`src/rtl/sedma_pkg.sv`:
```
// Shared constants for the serial engine DMA channel.
// Status bit positions and top-level source positions are decoded by
// software and by neighbouring channels, so they are fixed here.
package sedma_pkg;
    localparam int IRQ_W      = 3;
    localparam int IRQ_DONE   = 0;
    localparam int IRQ_EOT    = 1;
    localparam int IRQ_BUSERR = 2;

    localparam int TOP_W      = 4;
    localparam int TOP_DMA_RX = 0;
    localparam int TOP_DMA_TX = 1;
    localparam int TOP_PRI    = 2;
    localparam int TOP_SEC    = 3;

    localparam int REG_IDX_W  = 4;
    localparam int NUM_REGS   = 12;

    // Register index = byte address / 4
    typedef enum logic [REG_IDX_W-1:0] {
        RG_CTRL     = 4'd0,
        RG_PTR_LO   = 4'd1,
        RG_PTR_HI   = 4'd2,
        RG_ATTR     = 4'd3,
        RG_LEN      = 4'd4,
        RG_LEN_DONE = 4'd5,
        RG_STAT     = 4'd6,
        RG_STAT_CLR = 4'd7,
        RG_EN       = 4'd8,
        RG_EN_SET   = 4'd9,
        RG_EN_CLR   = 4'd10,
        RG_TOP_EN   = 4'd11
    } reg_idx_e;
endpackage

```
`src/rtl/sedma_regs.sv`:
```
// Register file of the DMA channel.
// Holds the mode bit, buffer pointer, attribute, length, interrupt
// enables and top-level enables. Produces the arm strobe and the status
// clear mask. Assumes the write strobe is already qualified for alignment.
module sedma_regs
    import sedma_pkg::*;
#(
    parameter int LEN_W = 20,
    parameter bit IS_TX = 1'b1
) (
    input  logic                 clk,
    input  logic                 rst_n,
    input  logic                 wr_en,
    input  logic [REG_IDX_W-1:0] idx,
    input  logic [31:0]          wdata,
    input  logic                 busy,
    input  logic [IRQ_W-1:0]     stat,
    input  logic [LEN_W-1:0]     len_done,
    output logic [63:0]          ptr,
    output logic                 attr_eot,
    output logic [IRQ_W-1:0]     irq_en,
    output logic [TOP_W-1:0]     top_en,
    output logic [IRQ_W-1:0]     stat_clr,
    output logic                 start,
    output logic [LEN_W-1:0]     start_len,
    output logic [31:0]          rdata
);
    logic [NUM_REGS-1:0] wsel;
    logic                dma_mode_q;
    logic [31:0]         ptr_lo_q;
    logic [31:0]         ptr_hi_q;
    logic [LEN_W-1:0]    len_q;
    logic [IRQ_W-1:0]    en_q;
    logic [TOP_W-1:0]    top_q;

    // One-hot write select per register
    always_comb begin
        for (int i = 0; i < NUM_REGS; i++) begin
            wsel[i] = wr_en && (idx == REG_IDX_W'(i));
        end
    end

    // Mode bit: 1 = DMA mode, 0 = FIFO mode
    always_ff @(posedge clk) begin
        if (!rst_n)               dma_mode_q <= 1'b0;
        else if (wsel[RG_CTRL])   dma_mode_q <= wdata[0];
    end

    // Buffer pointer halves
    always_ff @(posedge clk) begin
        if (!rst_n) begin
            ptr_lo_q <= '0;
            ptr_hi_q <= '0;
        end else begin
            if (wsel[RG_PTR_LO]) ptr_lo_q <= wdata;
            if (wsel[RG_PTR_HI]) ptr_hi_q <= wdata;
        end
    end

    // Length register, stored on every write for read-back
    always_ff @(posedge clk) begin
        if (!rst_n)             len_q <= '0;
        else if (wsel[RG_LEN])  len_q <= wdata[LEN_W-1:0];
    end

    // Interrupt enables, written only through set and clear addresses
    always_ff @(posedge clk) begin
        if (!rst_n)                  en_q <= '0;
        else if (wsel[RG_EN_SET])    en_q <= en_q | wdata[IRQ_W-1:0];
        else if (wsel[RG_EN_CLR])    en_q <= en_q & ~wdata[IRQ_W-1:0];
    end

    // Top-level source enables
    always_ff @(posedge clk) begin
        if (!rst_n)                 top_q <= '0;
        else if (wsel[RG_TOP_EN])   top_q <= wdata[TOP_W-1:0];
    end

    // Attribute: end-of-transfer flag exists only on the transmit side
    generate
        if (IS_TX) begin : g_tx_attr
            logic eot_q;
            // End-of-transfer buffer flag
            always_ff @(posedge clk) begin
                if (!rst_n)              eot_q <= 1'b0;
                else if (wsel[RG_ATTR])  eot_q <= wdata[0];
            end
            assign attr_eot = eot_q;
        end else begin : g_rx_attr
            assign attr_eot = 1'b0;
        end
    endgenerate

    assign ptr       = {ptr_hi_q, ptr_lo_q};
    assign irq_en    = en_q;
    assign top_en    = top_q;
    assign start     = wsel[RG_LEN] && dma_mode_q && !busy;
    assign start_len = wdata[LEN_W-1:0];
    assign stat_clr  = wsel[RG_STAT_CLR] ? wdata[IRQ_W-1:0] : '0;

    // Read-back multiplexer
    always_comb begin
        case (idx)
            RG_CTRL:     rdata = {31'b0, dma_mode_q};
            RG_PTR_LO:   rdata = ptr_lo_q;
            RG_PTR_HI:   rdata = ptr_hi_q;
            RG_ATTR:     rdata = {31'b0, attr_eot};
            RG_LEN:      rdata = 32'(len_q);
            RG_LEN_DONE: rdata = 32'(len_done);
            RG_STAT:     rdata = 32'(stat);
            RG_EN:       rdata = 32'(en_q);
            RG_TOP_EN:   rdata = 32'(top_q);
            default:     rdata = '0;
        endcase
    end
endmodule

```
`src/rtl/sedma_xfer.sv`:
```
// Transfer engine of the DMA channel.
// Walks the buffer in beats of up to BEAT_BYTES bytes over a
// request/acknowledge interface. A request stays up until it is
// acknowledged or errored. Emits one-cycle done, end-of-transfer and
// error events. Assumes start is asserted only while idle.
module sedma_xfer #(
    parameter  int LEN_W      = 20,
    parameter  int BEAT_BYTES = 4,
    localparam int BYTE_W     = $clog2(BEAT_BYTES + 1)
) (
    input  logic              clk,
    input  logic              rst_n,
    input  logic              start,
    input  logic [LEN_W-1:0]  start_len,
    input  logic [63:0]       ptr,
    input  logic              attr_eot,
    input  logic              mem_ack,
    input  logic              mem_err,
    output logic              mem_req,
    output logic [63:0]       mem_addr,
    output logic [BYTE_W-1:0] mem_bytes,
    output logic              busy,
    output logic              ev_done,
    output logic              ev_eot,
    output logic              ev_err,
    output logic [LEN_W-1:0]  len_done
);
    logic              busy_q;
    logic              eot_q;
    logic [63:0]       addr_q;
    logic [LEN_W-1:0]  rem_q;
    logic [LEN_W-1:0]  cnt_q;
    logic [LEN_W-1:0]  len_done_q;
    logic              tail_beat;
    logic              last_beat;
    logic [BYTE_W-1:0] beat;
    logic              take;

    // Size of the current beat and whether it finishes the buffer
    always_comb begin
        tail_beat = rem_q < LEN_W'(BEAT_BYTES);
        beat      = tail_beat ? BYTE_W'(rem_q) : BYTE_W'(BEAT_BYTES);
        last_beat = tail_beat || (rem_q == LEN_W'(BEAT_BYTES));
    end

    assign take    = busy_q && mem_ack && !mem_err;
    assign ev_err  = busy_q && mem_err;
    assign ev_done = (start && (start_len == '0)) || (take && last_beat);
    assign ev_eot  = ev_done && (busy_q ? eot_q : attr_eot);

    // Transfer state: arm, advance on acknowledge, stop on error or end
    always_ff @(posedge clk) begin
        if (!rst_n) begin
            busy_q     <= 1'b0;
            eot_q      <= 1'b0;
            addr_q     <= '0;
            rem_q      <= '0;
            cnt_q      <= '0;
            len_done_q <= '0;
        end else if (start && (start_len != '0)) begin
            busy_q <= 1'b1;
            addr_q <= ptr;
            rem_q  <= start_len;
            cnt_q  <= '0;
            eot_q  <= attr_eot;
        end else if (ev_err) begin
            busy_q     <= 1'b0;
            len_done_q <= cnt_q;
        end else if (take) begin
            addr_q <= addr_q + 64'(beat);
            rem_q  <= rem_q - LEN_W'(beat);
            cnt_q  <= cnt_q + LEN_W'(beat);
            if (last_beat) begin
                busy_q     <= 1'b0;
                len_done_q <= cnt_q + LEN_W'(beat);
            end
        end else if (start) begin
            len_done_q <= '0;
        end
    end

    assign mem_req   = busy_q;
    assign mem_addr  = addr_q;
    assign mem_bytes = beat;
    assign busy      = busy_q;
    assign len_done  = len_done_q;
endmodule

```
`src/rtl/sedma_irq.sv`:
```
// Interrupt status and top-level combiner.
// Keeps the sticky done, end-of-transfer and bus error bits. A new event
// wins over a clear in the same cycle. The masked channel interrupt is
// merged with the peer DMA and the two sequencer sources.
module sedma_irq
    import sedma_pkg::*;
#(
    parameter bit IS_TX = 1'b1
) (
    input  logic             clk,
    input  logic             rst_n,
    input  logic             ev_done,
    input  logic             ev_eot,
    input  logic             ev_err,
    input  logic [IRQ_W-1:0] stat_clr,
    input  logic [IRQ_W-1:0] irq_en,
    input  logic [TOP_W-1:0] top_en,
    input  logic             pri_irq,
    input  logic             sec_irq,
    input  logic             peer_dma_irq,
    output logic [IRQ_W-1:0] stat,
    output logic             irq
);
    logic [IRQ_W-1:0] set_v;
    logic [IRQ_W-1:0] stat_q;
    logic             chan_irq;
    logic [TOP_W-1:0] src;

    // Gather the event pulses into status positions
    always_comb begin
        set_v             = '0;
        set_v[IRQ_DONE]   = ev_done;
        set_v[IRQ_EOT]    = ev_eot;
        set_v[IRQ_BUSERR] = ev_err;
    end

    // Sticky status with write-one-to-clear
    always_ff @(posedge clk) begin
        if (!rst_n) stat_q <= '0;
        else        stat_q <= (stat_q & ~stat_clr) | set_v;
    end

    assign chan_irq = |(stat_q & irq_en);

    // Place the channel and its peer by direction
    generate
        if (IS_TX) begin : g_tx_src
            assign src[TOP_DMA_TX] = chan_irq;
            assign src[TOP_DMA_RX] = peer_dma_irq;
        end else begin : g_rx_src
            assign src[TOP_DMA_RX] = chan_irq;
            assign src[TOP_DMA_TX] = peer_dma_irq;
        end
    endgenerate

    assign src[TOP_PRI] = pri_irq;
    assign src[TOP_SEC] = sec_irq;
    assign stat         = stat_q;
    assign irq          = |(src & top_en);
endmodule

```
`src/rtl/sedma_channel.sv`:
```
// Top of the serial engine DMA channel for one direction.
// Connects the register file, the transfer engine and the interrupt
// combiner. Register reads are combinational. Writes whose address is not
// word aligned are dropped.
module sedma_channel
    import sedma_pkg::*;
#(
    parameter  int LEN_W      = 20,
    parameter  int BEAT_BYTES = 4,
    parameter  bit IS_TX      = 1'b1,
    localparam int BYTE_W     = $clog2(BEAT_BYTES + 1)
) (
    input  logic              clk,
    input  logic              rst_n,
    input  logic              reg_wr_en,
    input  logic [5:0]        reg_addr,
    input  logic [31:0]       reg_wdata,
    output logic [31:0]       reg_rdata,
    output logic              mem_req,
    output logic [63:0]       mem_addr,
    output logic [BYTE_W-1:0] mem_bytes,
    input  logic              mem_ack,
    input  logic              mem_err,
    input  logic              pri_seq_irq,
    input  logic              sec_seq_irq,
    input  logic              peer_dma_irq,
    output logic              busy,
    output logic              irq
);
    logic                 wr_ok;
    logic [63:0]          ptr;
    logic                 attr_eot;
    logic [IRQ_W-1:0]     irq_en;
    logic [TOP_W-1:0]     top_en;
    logic [IRQ_W-1:0]     stat_clr;
    logic [IRQ_W-1:0]     stat;
    logic                 start;
    logic [LEN_W-1:0]     start_len;
    logic [LEN_W-1:0]     len_done;
    logic                 ev_done;
    logic                 ev_eot;
    logic                 ev_err;

    assign wr_ok = reg_wr_en && (reg_addr[1:0] == 2'b00);

    sedma_regs #(
        .LEN_W (LEN_W),
        .IS_TX (IS_TX)
    ) u_regs (
        .clk       (clk),
        .rst_n     (rst_n),
        .wr_en     (wr_ok),
        .idx       (reg_addr[5:2]),
        .wdata     (reg_wdata),
        .busy      (busy),
        .stat      (stat),
        .len_done  (len_done),
        .ptr       (ptr),
        .attr_eot  (attr_eot),
        .irq_en    (irq_en),
        .top_en    (top_en),
        .stat_clr  (stat_clr),
        .start     (start),
        .start_len (start_len),
        .rdata     (reg_rdata)
    );

    sedma_xfer #(
        .LEN_W      (LEN_W),
        .BEAT_BYTES (BEAT_BYTES)
    ) u_xfer (
        .clk       (clk),
        .rst_n     (rst_n),
        .start     (start),
        .start_len (start_len),
        .ptr       (ptr),
        .attr_eot  (attr_eot),
        .mem_ack   (mem_ack),
        .mem_err   (mem_err),
        .mem_req   (mem_req),
        .mem_addr  (mem_addr),
        .mem_bytes (mem_bytes),
        .busy      (busy),
        .ev_done   (ev_done),
        .ev_eot    (ev_eot),
        .ev_err    (ev_err),
        .len_done  (len_done)
    );

    sedma_irq #(
        .IS_TX (IS_TX)
    ) u_irq (
        .clk          (clk),
        .rst_n        (rst_n),
        .ev_done      (ev_done),
        .ev_eot       (ev_eot),
        .ev_err       (ev_err),
        .stat_clr     (stat_clr),
        .irq_en       (irq_en),
        .top_en       (top_en),
        .pri_irq      (pri_seq_irq),
        .sec_irq      (sec_seq_irq),
        .peer_dma_irq (peer_dma_irq),
        .stat         (stat),
        .irq          (irq)
    );
endmodule

```
`config.mk`:
```
export PLATFORM = sky130hd
export DESIGN_NAME = sedma_channel
export DESIGN_NICKNAME = d
export VERILOG_FILES = /design/src/rtl/sedma_pkg.sv /design/src/rtl/sedma_regs.sv /design/src/rtl/sedma_xfer.sv /design/src/rtl/sedma_irq.sv /design/src/rtl/sedma_channel.sv
export SDC_FILE = /design/constraint.sdc
export NUM_CORES = 1
export LEC_CHECK = 0
export BUFFER_PORTS_ARGS = -buffer_cell sky130_fd_sc_hd__buf_2
export CAP_MARGIN = 20
export CORE_ASPECT_RATIO = 0.7
export CORE_MARGIN = 2
export CORE_UTILIZATION = 30
export CTS_CLUSTER_SIZE = 10
export DETAILED_ROUTE_END_ITERATION = 16
export PLACE_DENSITY = 0.51
export REMOVE_ABC_BUFFERS = 1
export SLEW_MARGIN = 20
export SYNTH_ARGS = -nofsm -noshare
export SYNTH_HDL_FRONTEND = slang
export SYNTH_SLANG_ARGS = --single-unit
```
`constraint.sdc`:
```
create_clock -name clk -period 4.1 [get_ports clk]
set_input_delay 0.82 -clock clk [delete_from_list [all_inputs] [get_ports clk]]
set_output_delay 0.82 -clock clk [all_outputs]
set_load 0.05 [all_outputs]
```
==> impl_metrics.ini <==
[outcome]
status = finished clean

[global_route]
grt_max_degree = 135
grt_antenna_before_repair = 4
grt.total_usage_pct = 22.5
grt-ovfl-total = 0
grt_pass1_vias = 10300
grt_pass1_wl_um = 65300

[power_and_ir_drop]
p_leak_nw = 4.74
p_sw_mw = 1.06
vdd_drop_max_mv = 0.239
p_per_area_nw_per_um2 = 345
p_seq_share_pct = 48.2
clock_power_share_pct = 47.9
power.total_mw = 4.49
intPower_mw = 3.43
pwr-share-comb_pct = 3.9
sw_frac_of_total_pct = 23.6

[yosys]
synthArstFlopShare_pct = 0
yosysSeqAreaShare_pct = 40.6
synth_edf_count = 0
synth.most_common_cell = nand2_1
syn_inst = 1406
syn_area_um2 = 10900
synth_top_area_share_pct = 40.6
avgSynthCellArea_um2 = 7.78
synthAdderAreaFrac_pct = 1.17
synthFlopType = dfxtp_1
synth_area_leaders = dfxtp_1, nand2_1, a21oi_1
yosysWarnings = 0
synth_top_area_cell = dfxtp_1
synth_compound_area_share_pct = 22.6
synthSimpleGateAreaFrac_pct = 24.5
synth_top_family_by_area = simple AND/OR/NAND/NOR gates
synth-seq-cells = 222
synth_xor_area_share_pct = 5.68
muxShareOfSynthArea_pct = 1.39
synthTopCellsByCount = nand2_1, dfxtp_1, a21oi_1
synth_cell_types = 76

[floorplan]
rows = 58
die_h_um = 164
num_io_pins = 148
fp.coreArea_um2 = 35900
die_w_um = 232
initial_core_util_pct = 30.5
die_area_um2 = 38000

[route]
antenna_left = 0
drcViolationCount = 0
viasPerCell = 5.57
first_iter_violations = 1227
wl_per_cell_um = 21.8
vias = 11200
dr.pass1.iters = 5
wirelength_um = 43900

[sta]
setup_viol = 0
worst_pin_slew_ns = 1.23
setup_ws_ns = 0.340
timing_hold_violations_final = 0
rsz0062_at_grt = no
fmax_mhz = 266
fin_crit_sh_pct = 91.7
maxSlewHeadroom_pct = 18.2
clock_skew_ns = 0.0113
post-route-min-period_ns = 3.76
drv_slew = 0

[setup_path]
max_stage_delay_ns = 0.63
worstSetupEndpointType = flip-flop
cp_max_fo = 5
crit_chain = nor4_1, buf_4, nand2_1, nor3_2, and2_1, ha_1, fa_1, a21oi_1, nor4_1, nand3_1, or4_2, nor4b_1, a311o_1
crit_required_ns = 4.59
crit_top_cell = nor4_1
cp_num_buf_inv = 1
critPathTopFamily = simple AND/OR/NAND/NOR gates
worstSetupPathType = flip-flop to flip-flop
ff2ff_setup_slack_ns = 0.34
startpoint_type = flip-flop
cp.arrival_ns = 4.25
cp_slowest_cell = or4_2

[layout]
final_util_pct = 36.2
finalNetCount = 1578
fin_area_um2 = 13000
finalNonFillerCells = 2011
final_layout_size_suffix_gt1_share_pct = 15.7
synthToLayoutAreaGrowth_pct = 19.0

[clocking]
cts_num_sinks = 222
cts_buffers = 26
clockRootBuffer = clkbuf_16
hold_buffers = 0
h-tree-depth = 1
clk_pin_slew_ns = 0.06
insertion_delay_ns = 0.55
cts_tree = built
cts_buffer_depth = 3

[placed_design]
place_inst = 1975
dp.final_hpwl_um = 30400
post-place-ws_ns = 0.191
placed_area_um2 = 12300
portBuffers = 147
gp_congestion = 0.902

[hold_path]
hold_class = flip-flop to flip-flop

[flow_run]
cap_violations = 0
-- cell type report --
type                       instances  area (um2)
timing repair buffer             184        1060
fill                            3769       22900
sequential                       222        4440
multi-input combinational       1074        6120
tap                              480         601
clock buffer                      31         691
inverter                          15        58.8
antenna                            4        10.0
clock inverter                     1        30.0
-- per-layer routing --
layer	global-route usage (%)	share of wire [%]	up-vias
met2	31.0	40	446
met4	3.99	1.3	0
li1	-	-	5284
met1	35.4	50	5430
met5	0	0	-
met3	4.77	8.5	45
-- repair_timing --
item                                    in CTS  in global routing
buffers inserted                             0                  0
endpoints found under the setup margin       0                  5
gates resized for setup                      0                  3
endpoints found under the hold margin        0                  0
-- worst min-delay path: stages, from the launching register on --
cell	delay, ns
dfxtp_1	0.30
nand2_1	0.05
a21oi_1	0.05
-- flip-flops by register name (all words and copies together) (netlist names), named ones only --
name	flops
u_regs.top_en	4
u_xfer.eot_q	1
u_xfer.busy	1
u_irq.stat	3
u_regs.dma_mode_q	1
u_xfer.rem_q	20
u_xfer.len_done	20
u_regs.attr_eot	1
u_regs.len_q	20
u_regs.ptr_lo_q	32
u_regs.ptr_hi_q	32
u_xfer.cnt_q	20
u_xfer.mem_addr	64
-- power by group through the flow --
stage	logic, mW	clock network [mW]	registers [mW]
3_3_place_gp	0.171	0	2.21
4_1_cts	0.171	2.18	2.16
3_5_place_dp	0.171	0	2.21
5_1_grt	0.186	2.27	2.16
2_1_floorplan	0.0567	0	2.21
6_report	0.176	2.15	2.16
-- path summary, 6_finish.rpt --
path / endpoint / depth (start not counted) / start
worst max-delay path: u_xfer.mem_addr[44] / 13 / u_xfer.rem_q[16]
worst min-delay path: u_regs.len_q[13] / 2 / u_regs.len_q[13]
worst max register to register: u_xfer.mem_addr[44] / 13 / u_xfer.rem_q[16]
worst min register to register: u_regs.len_q[13] / 2 / u_regs.len_q[13]
-- kinds of logic after synthesis --
family                   count (synthesis)
other                                    1
adder cells (fa/ha/maj)                  9
flip-flops                             222
buffers and inverters                  110
AO/OA/AOI/OAI                          409
multiplexers                            15
AND/OR/NAND/NOR                        569
XOR/XNOR                                71
-- metrics by stage --
| step | TNS, ns | hold WS [ns] |
|---|---|---|
| floorplan | -277.87 | 0.436 |
| global placement | 0 | 0.442 |
| detailed placement | 0 | 0.447 |
| CTS | 0 | 0.454 |
| global route | 0 | 0.471 |
| finish | 0 | 0.454 |
-- cells in the final DEF (no fill, tap or decap), types with 33 or more instances in the layout --
cell	n
nand2_1	266
dfxtp_1	222
buf_2	147
nand3_1	37
nor2_1	92
buf_4	33
xnor2_1	37
a22oi_1	38
a21oi_1	172
xor2_1	34
nand4_1	41
o21ai_0	93
(Power assumes the default switching activity.)
